File: config.mk
export PLATFORM = sky130hd
export DESIGN_NAME = fm0_frame_tx
export DESIGN_NICKNAME = d
export VERILOG_FILES = /design/src/rtl/fm0_tx_pkg.sv /design/src/rtl/fm0_bit_timer.sv /design/src/rtl/fm0_line_coder.sv /design/src/rtl/fm0_frame_seq.sv /design/src/rtl/fm0_frame_tx.sv
export SDC_FILE = /design/constraint.sdc
export NUM_CORES = 1
export LEC_CHECK = 0
export ABC_AREA = 0
export BUFFER_PORTS_ARGS = -buffer_cell sky130_fd_sc_hd__buf_2
export CAP_MARGIN = 20
export CORE_MARGIN = 4
export CORE_UTILIZATION = 62
export DETAILED_ROUTE_END_ITERATION = 6
export HOLD_SLACK_MARGIN = 0.08
export PLACE_DENSITY = 0.85
export SYNTH_ARGS = -nofsm -noshare
export SYNTH_HDL_FRONTEND = slang
export SYNTH_SLANG_ARGS = --single-unit
File: constraint.sdc
create_clock -name clk -period 3.55 [get_ports clk]
set_input_delay 0.71 -clock clk [delete_from_list [all_inputs] [get_ports clk]]
set_output_delay 0.71 -clock clk [all_outputs]
set_load 0.005 [all_outputs]
File: src/rtl/fm0_tx_pkg.sv
package fm0_tx_pkg;

  typedef enum logic [1:0] {
    PH_IDLE = 2'd0,
    PH_SYNC = 2'd1,
    PH_DATA = 2'd2,
    PH_POST = 2'd3
  } tx_phase_e;

  // number of preamble bits actually sent for a requested length
  function automatic int unsigned preamble_bits(int unsigned req, int unsigned cap);
    return (req > cap) ? cap : req;
  endfunction

  // FM0: a zero bit carries an extra change in mid cell
  function automatic logic mid_flip(logic bit_val);
    return ~bit_val;
  endfunction

endpackage

File: src/rtl/fm0_bit_timer.sv
module fm0_bit_timer #(
  parameter int OVS = 16
) (
  input  logic clk,
  input  logic rst_n,
  input  logic active,
  input  logic os_tick,
  output logic cell_start,
  output logic mid_pt,
  output logic cell_end
);
  localparam int CW = (OVS > 1) ? $clog2(OVS) : 1;
  localparam logic [CW-1:0] LAST_IDX = CW'(OVS - 1);
  localparam logic [CW-1:0] MID_IDX  = CW'(OVS / 2);

  logic [CW-1:0] cnt;

  always_ff @(posedge clk or negedge rst_n) begin
    if (!rst_n) begin
      cnt <= '0;
    end else if (!active) begin
      cnt <= '0;
    end else if (os_tick) begin
      cnt <= (cnt == LAST_IDX) ? '0 : cnt + 1'b1;
    end
  end

  assign cell_start = active && os_tick && (cnt == '0);
  assign mid_pt     = active && os_tick && (cnt == MID_IDX);
  assign cell_end   = active && os_tick && (cnt == LAST_IDX);
endmodule

File: src/rtl/fm0_line_coder.sv
module fm0_line_coder
  import fm0_tx_pkg::*;
(
  input  logic clk,
  input  logic rst_n,
  input  logic cell_start,
  input  logic mid_pt,
  input  logic cur_bit,
  output logic line_out
);
  logic flip;

  assign flip = cell_start || (mid_pt && mid_flip(cur_bit));

  always_ff @(posedge clk or negedge rst_n) begin
    if (!rst_n) line_out <= 1'b0;
    else if (flip) line_out <= ~line_out;
  end
endmodule

File: src/rtl/fm0_frame_seq.sv
module fm0_frame_seq
  import fm0_tx_pkg::*;
#(
  parameter int          DW       = 8,
  parameter int          SW       = 16,
  parameter int          LW       = 5,
  parameter logic [DW-1:0] POST_BYTE = 8'h7E
) (
  input  logic          clk,
  input  logic          rst_n,
  input  logic [SW-1:0] sync_pattern,
  input  logic [LW-1:0] sync_len,
  input  logic          in_valid,
  input  logic [DW-1:0] in_data,
  input  logic          in_last,
  input  logic          cell_end,
  output logic          in_ready,
  output logic          active,
  output logic          cur_bit,
  output logic          underrun
);
  localparam int SHW  = (SW > DW) ? SW : DW;
  localparam int CNTW = $clog2(SHW + 1);
  localparam logic [CNTW-1:0] BYTE_BITS = CNTW'(DW);

  tx_phase_e       phase;
  logic [SHW-1:0]  shreg;
  logic [CNTW-1:0] bits_left;
  logic [DW-1:0]   hbuf, cur_byte;
  logic            hbuf_vld, hbuf_last, cur_last, got_last, underrun_q;
  logic            take, start;
  logic [CNTW-1:0] eff_len;

  assign in_ready = !hbuf_vld && !got_last;
  assign take     = in_valid && in_ready;
  assign start    = (phase == PH_IDLE) && take;
  assign eff_len  = CNTW'(preamble_bits(int'(sync_len), SW));
  assign active   = (phase != PH_IDLE);
  assign cur_bit  = shreg[0];
  assign underrun = underrun_q;

  always_ff @(posedge clk or negedge rst_n) begin
    if (!rst_n) begin
      phase      <= PH_IDLE;
      shreg      <= '0;
      bits_left  <= '0;
      hbuf       <= '0;
      hbuf_vld   <= 1'b0;
      hbuf_last  <= 1'b0;
      cur_byte   <= '0;
      cur_last   <= 1'b0;
      got_last   <= 1'b0;
      underrun_q <= 1'b0;
    end else begin
      underrun_q <= 1'b0;
      if (start) begin
        got_last <= in_last;
        if (eff_len != '0) begin
          phase     <= PH_SYNC;
          shreg     <= SHW'(sync_pattern);
          bits_left <= eff_len;
          hbuf      <= in_data;
          hbuf_vld  <= 1'b1;
          hbuf_last <= in_last;
        end else begin
          phase     <= PH_DATA;
          shreg     <= SHW'(in_data);
          bits_left <= BYTE_BITS;
          cur_byte  <= in_data;
          cur_last  <= in_last;
        end
      end else begin
        if (take) begin
          hbuf      <= in_data;
          hbuf_vld  <= 1'b1;
          hbuf_last <= in_last;
          if (in_last) got_last <= 1'b1;
        end
        if (cell_end) begin
          if (bits_left == CNTW'(1)) begin
            bits_left <= BYTE_BITS;
            unique case (phase)
              PH_SYNC: begin
                phase    <= PH_DATA;
                shreg    <= SHW'(hbuf);
                cur_byte <= hbuf;
                cur_last <= hbuf_last;
                hbuf_vld <= 1'b0;
              end
              PH_DATA: begin
                if (cur_last) begin
                  phase <= PH_POST;
                  shreg <= SHW'(POST_BYTE);
                end else if (hbuf_vld) begin
                  shreg    <= SHW'(hbuf);
                  cur_byte <= hbuf;
                  cur_last <= hbuf_last;
                  hbuf_vld <= 1'b0;
                end else begin
                  shreg      <= SHW'(cur_byte);
                  underrun_q <= 1'b1;
                end
              end
              PH_POST: begin
                phase    <= PH_IDLE;
                got_last <= 1'b0;
              end
              default: phase <= PH_IDLE;
            endcase
          end else begin
            shreg     <= shreg >> 1;
            bits_left <= bits_left - 1'b1;
          end
        end
      end
    end
  end
endmodule

File: src/rtl/fm0_frame_tx.sv
module fm0_frame_tx #(
  parameter int DW  = 8,
  parameter int SW  = 16,
  parameter int LW  = $clog2(SW) + 1,
  parameter int OVS = 16,
  parameter logic [DW-1:0] POST_BYTE = 8'h7E
) (
  input  logic          clk,
  input  logic          rst_n,
  input  logic          os_tick,
  input  logic [SW-1:0] sync_pattern,
  input  logic [LW-1:0] sync_len,
  input  logic          in_valid,
  input  logic [DW-1:0] in_data,
  input  logic          in_last,
  output logic          in_ready,
  output logic          line_out,
  output logic          rts_out,
  output logic          tx_busy,
  output logic          underrun
);
  logic active, cur_bit;
  logic cell_start, mid_pt, cell_end;

  fm0_frame_seq #(
    .DW(DW), .SW(SW), .LW(LW), .POST_BYTE(POST_BYTE)
  ) u_seq (
    .clk(clk), .rst_n(rst_n),
    .sync_pattern(sync_pattern), .sync_len(sync_len),
    .in_valid(in_valid), .in_data(in_data), .in_last(in_last),
    .cell_end(cell_end),
    .in_ready(in_ready), .active(active), .cur_bit(cur_bit),
    .underrun(underrun)
  );

  fm0_bit_timer #(.OVS(OVS)) u_timer (
    .clk(clk), .rst_n(rst_n), .active(active), .os_tick(os_tick),
    .cell_start(cell_start), .mid_pt(mid_pt), .cell_end(cell_end)
  );

  fm0_line_coder u_coder (
    .clk(clk), .rst_n(rst_n), .cell_start(cell_start), .mid_pt(mid_pt),
    .cur_bit(cur_bit), .line_out(line_out)
  );

  assign rts_out = active;
  assign tx_busy = active;
endmodule

==> key figures <==
Status
  – Status: complete, no violations

Critical path
  – CP Max Fanout: 11
  – CP startpoint: u_seq.phase[0]
  – R2r startpoint: u_seq.phase[0]
  – CP arrival: 2.73 ns
  – Reg-to-reg slack, setup: approximately 1.0 ns
  – Crit path required time: 3.77 ns
  – Setup CP Type: reg2reg
  – Setup crit start kind: register
  – R2r worst-path depth: 7
  – Crit path to: u_seq.shreg[7]
  – Worst Setup End Kind: register
  – Reg2reg end: u_seq.shreg[7]

Layout
  – Most common cell after layout, fill and taps aside: dfrtp_1
  – Final Core Density: 0.7032
  – NumNets Final: 360
  – Reg area: 1226 um^2
  – Most frequent cells in the layout: dfrtp_1 (49), buf_2 (38), nor2_1 (31)
  – Multi-input gate area: 1419 um^2
  – Area grow syn2layout: 10.28%
  – Layout cells sized above 1: 0.2397
  – Final-layout fill cell count: between 300 and 400
  – Diode count: 0

Place
  – DP HPWL: 4326 um
  – # port buffers: 38
  – RePlAce Congestion: 0.8662

STA
  – Final hold violation count: 0
  – Worst rel slew slack: 0.4919
  – RSZ-0062 raised after global routing: false
  – Worst-Margin Slew: roughly 0.76 ns
  – Fin crit share: 0.7062
  – Clock skew: approximately 0.0087 ns
  – Total Neg Setup Slack: 0 ns
  – Setup violators final: 0
  – Fin Hold WS: ~0.23 ns
  – Max Slew Vio Count: 0
  – Peak Freq: between 300 and 400 MHz
  – Min Tclk post-route: 2.507 ns

Flow run
  – Max-cap violations: 0

Clock network
  – Post CTS Setup Buffer Count: 0
  – Worst-Skew Late Latency: 0.30 ns
  – Clk buf depth: 2
  – CTS Buf Count: 5
  – Clk slew on worst S/H paths: 0.09 ns
  – CTS tree: built
  – Clock root cell: clkbuf_8
  – H-Tree Depth: 2
  – Hold buffer count at cts: 0
  – Post_cts resized: 0
  – CTS Sinks: between 40 and 50

Yosys
  – Post-synthesis cell count: between 200 and 300
  – Count of different cell masters after synthesis: between 40 and 50
  – Synth top area share: 0.4416
  – Area leader, netlist: dfrtp_1
  – Seq/Total Area, Yosys: 0.4416
  – Area contributors post-synth: dfrtp_1 (44%), mux2_2 (5.7%), o21ai_0 (4.3%)
  – Synth Flop Type: dfrtp_1
  – Number of synthesized flops with an enable pin: 0
  – Seq cells post-synth: 49
  – Mapped Area: 2776 um^2
  – Syn_area_per_cell: around 9.8 um^2
  – Syn nets: 326
  – Yosys warning total: 0
  – Asr flop ratio synth: 1.000

Global route
  – Initial antenna violation count: 0
  – Gr busiest metal: met2
  – Vias in the first global route: 2035
  – GR Util met3: 0.05741
  – Overall Global Routing Usage: 0.2216
  – First-pass GRT wire length: 9584 um
  – Met2 Track Usage GR: 0.3395
  – GR Overflow Total: 0
  – Met1 usage: 0.3113
  – Largest net degree at the start of global routing: 50

Die
  – Die Ht: 74.92 um
  – # rows: 24
  – DIE WIDTH: 74.92 um
  – Initial core utilization: 0.6376
  – I/O pins: 39
  – Core area: 4354 um^2
  – Area of the die: 5613 um^2

Route
  – Total number of vias: 2219
  – Iter 0 DRT Violations: around 110
  – Final WL: ~5800 um
  – First drt pass iteration count: 4
  – WL/cell: 15.72 um
  – Post-route ant nets: 0
  – DRC Markers: 0
  – Vias per inst: 6.014

Pwr
  – Pwr Density: 626.1 nW/um^2
  – Worst VDD drop: 438.8 uV
  – Pleak: 1.412 nW

Hold path
  – HP Class: in2async
==> power breakdown <==
group	internal (mW)	switching, mW	leakage, nW
Clock	0.130	0.172	0.0399
Sequential	0.763	0.167	0.608
Combinational	0.328	0.357	0.764
Total	1.22	0.696	1.41
==> critical path: stages, from the launching register on <==
cell      delay, ns
dfrtp_1        0.39
inv_1          0.09
ha_1           0.30
nand2b_4       0.21
or2_0          0.39
o21ai_1        0.69
o22ai_1        0.15
nor3_1         0.20
==> layout make-up <==
class,instances,share of cell area
inverters,10,0.01226
repair buffers,43,0.07846
clock inverters,1,0.001635
clock buffers,5,0.02248
multi-input cells,209,0.4634
well taps,52,0.02125
flip-flops and latches,49,0.4005
==> flip-flops by register name (all words and copies together), names as in the netlist <==
signal,count
u_seq.underrun,1
u_seq.cur_last,1
u_seq.cur_byte,8
u_seq.phase,2
u_seq.shreg,16
u_coder.line_out,1
u_seq.hbuf,8
u_seq.bits_left,5
u_timer.cnt,4
u_seq.hbuf_vld,1
u_seq.hbuf_last,1
u_seq.got_last,1
==> logic make-up (layout without fill, tap and decap cells) <==
family	after synthesis	after routing	synth area share
XOR/XNOR	2	2	0.006310
multiplexers	25	25	0.09644
AO/OA/AOI/OAI	89	89	0.2001
flip-flops	49	49	0.4416
adder cells (fa/ha/maj)	8	8	0.03605
AND/OR/NAND/NOR	85	85	0.1699
buffers and inverters	26	59	0.04957
==> worst min path at each step <==
| stage | from | endpoint | depth (start not counted) |
|---|---|---|---|
| final | rst_n | u_seq.shreg[12] | 1 |
| after floorplan | rst_n | u_coder.line_out | 0 |
| after global placement | u_coder.line_out | u_coder.line_out | 1 |
| after CTS | u_coder.line_out | u_coder.line_out | 1 |
| after detailed placement | u_coder.line_out | u_coder.line_out | 1 |
| after global routing | rst_n | u_seq.shreg[11] | 1 |
==> synth_stat cells (all sizes together) (3+ instances only) <==
cell    number
a21oi       23
nor3         7
clkbuf       6
buf         10
o21ai       36
nand2b       3
a22o         5
nand2       20
nand3        3
nor2        33
a31oi        3
dfrtp       49
inv         10
mux2        14
mux2i       11
nand3b       7
a221oi       7
o22ai        7
ha           8
==> metal layers <==
metal	share of wire	wire length, um
met5	0	0
met4	0.016	90
met3	0.059	343
met2	0.46	2667
met1	0.47	2698
==> through the flow <==
step,power [mW],std cells,instance area [um^2],setup WS (ns)
2_1_floorplan,1.440,284,2776,1.501
3_3_place_gp,1.590,362,2968,1.141
3_5_place_dp,1.616,362,2968,1.077
4_1_cts,1.916,368,3042,1.056
5_1_grt,2.070,369,3062,0.7365
6_report,1.917,369,3062,1.043
Power figures use the tool's default switching activity.
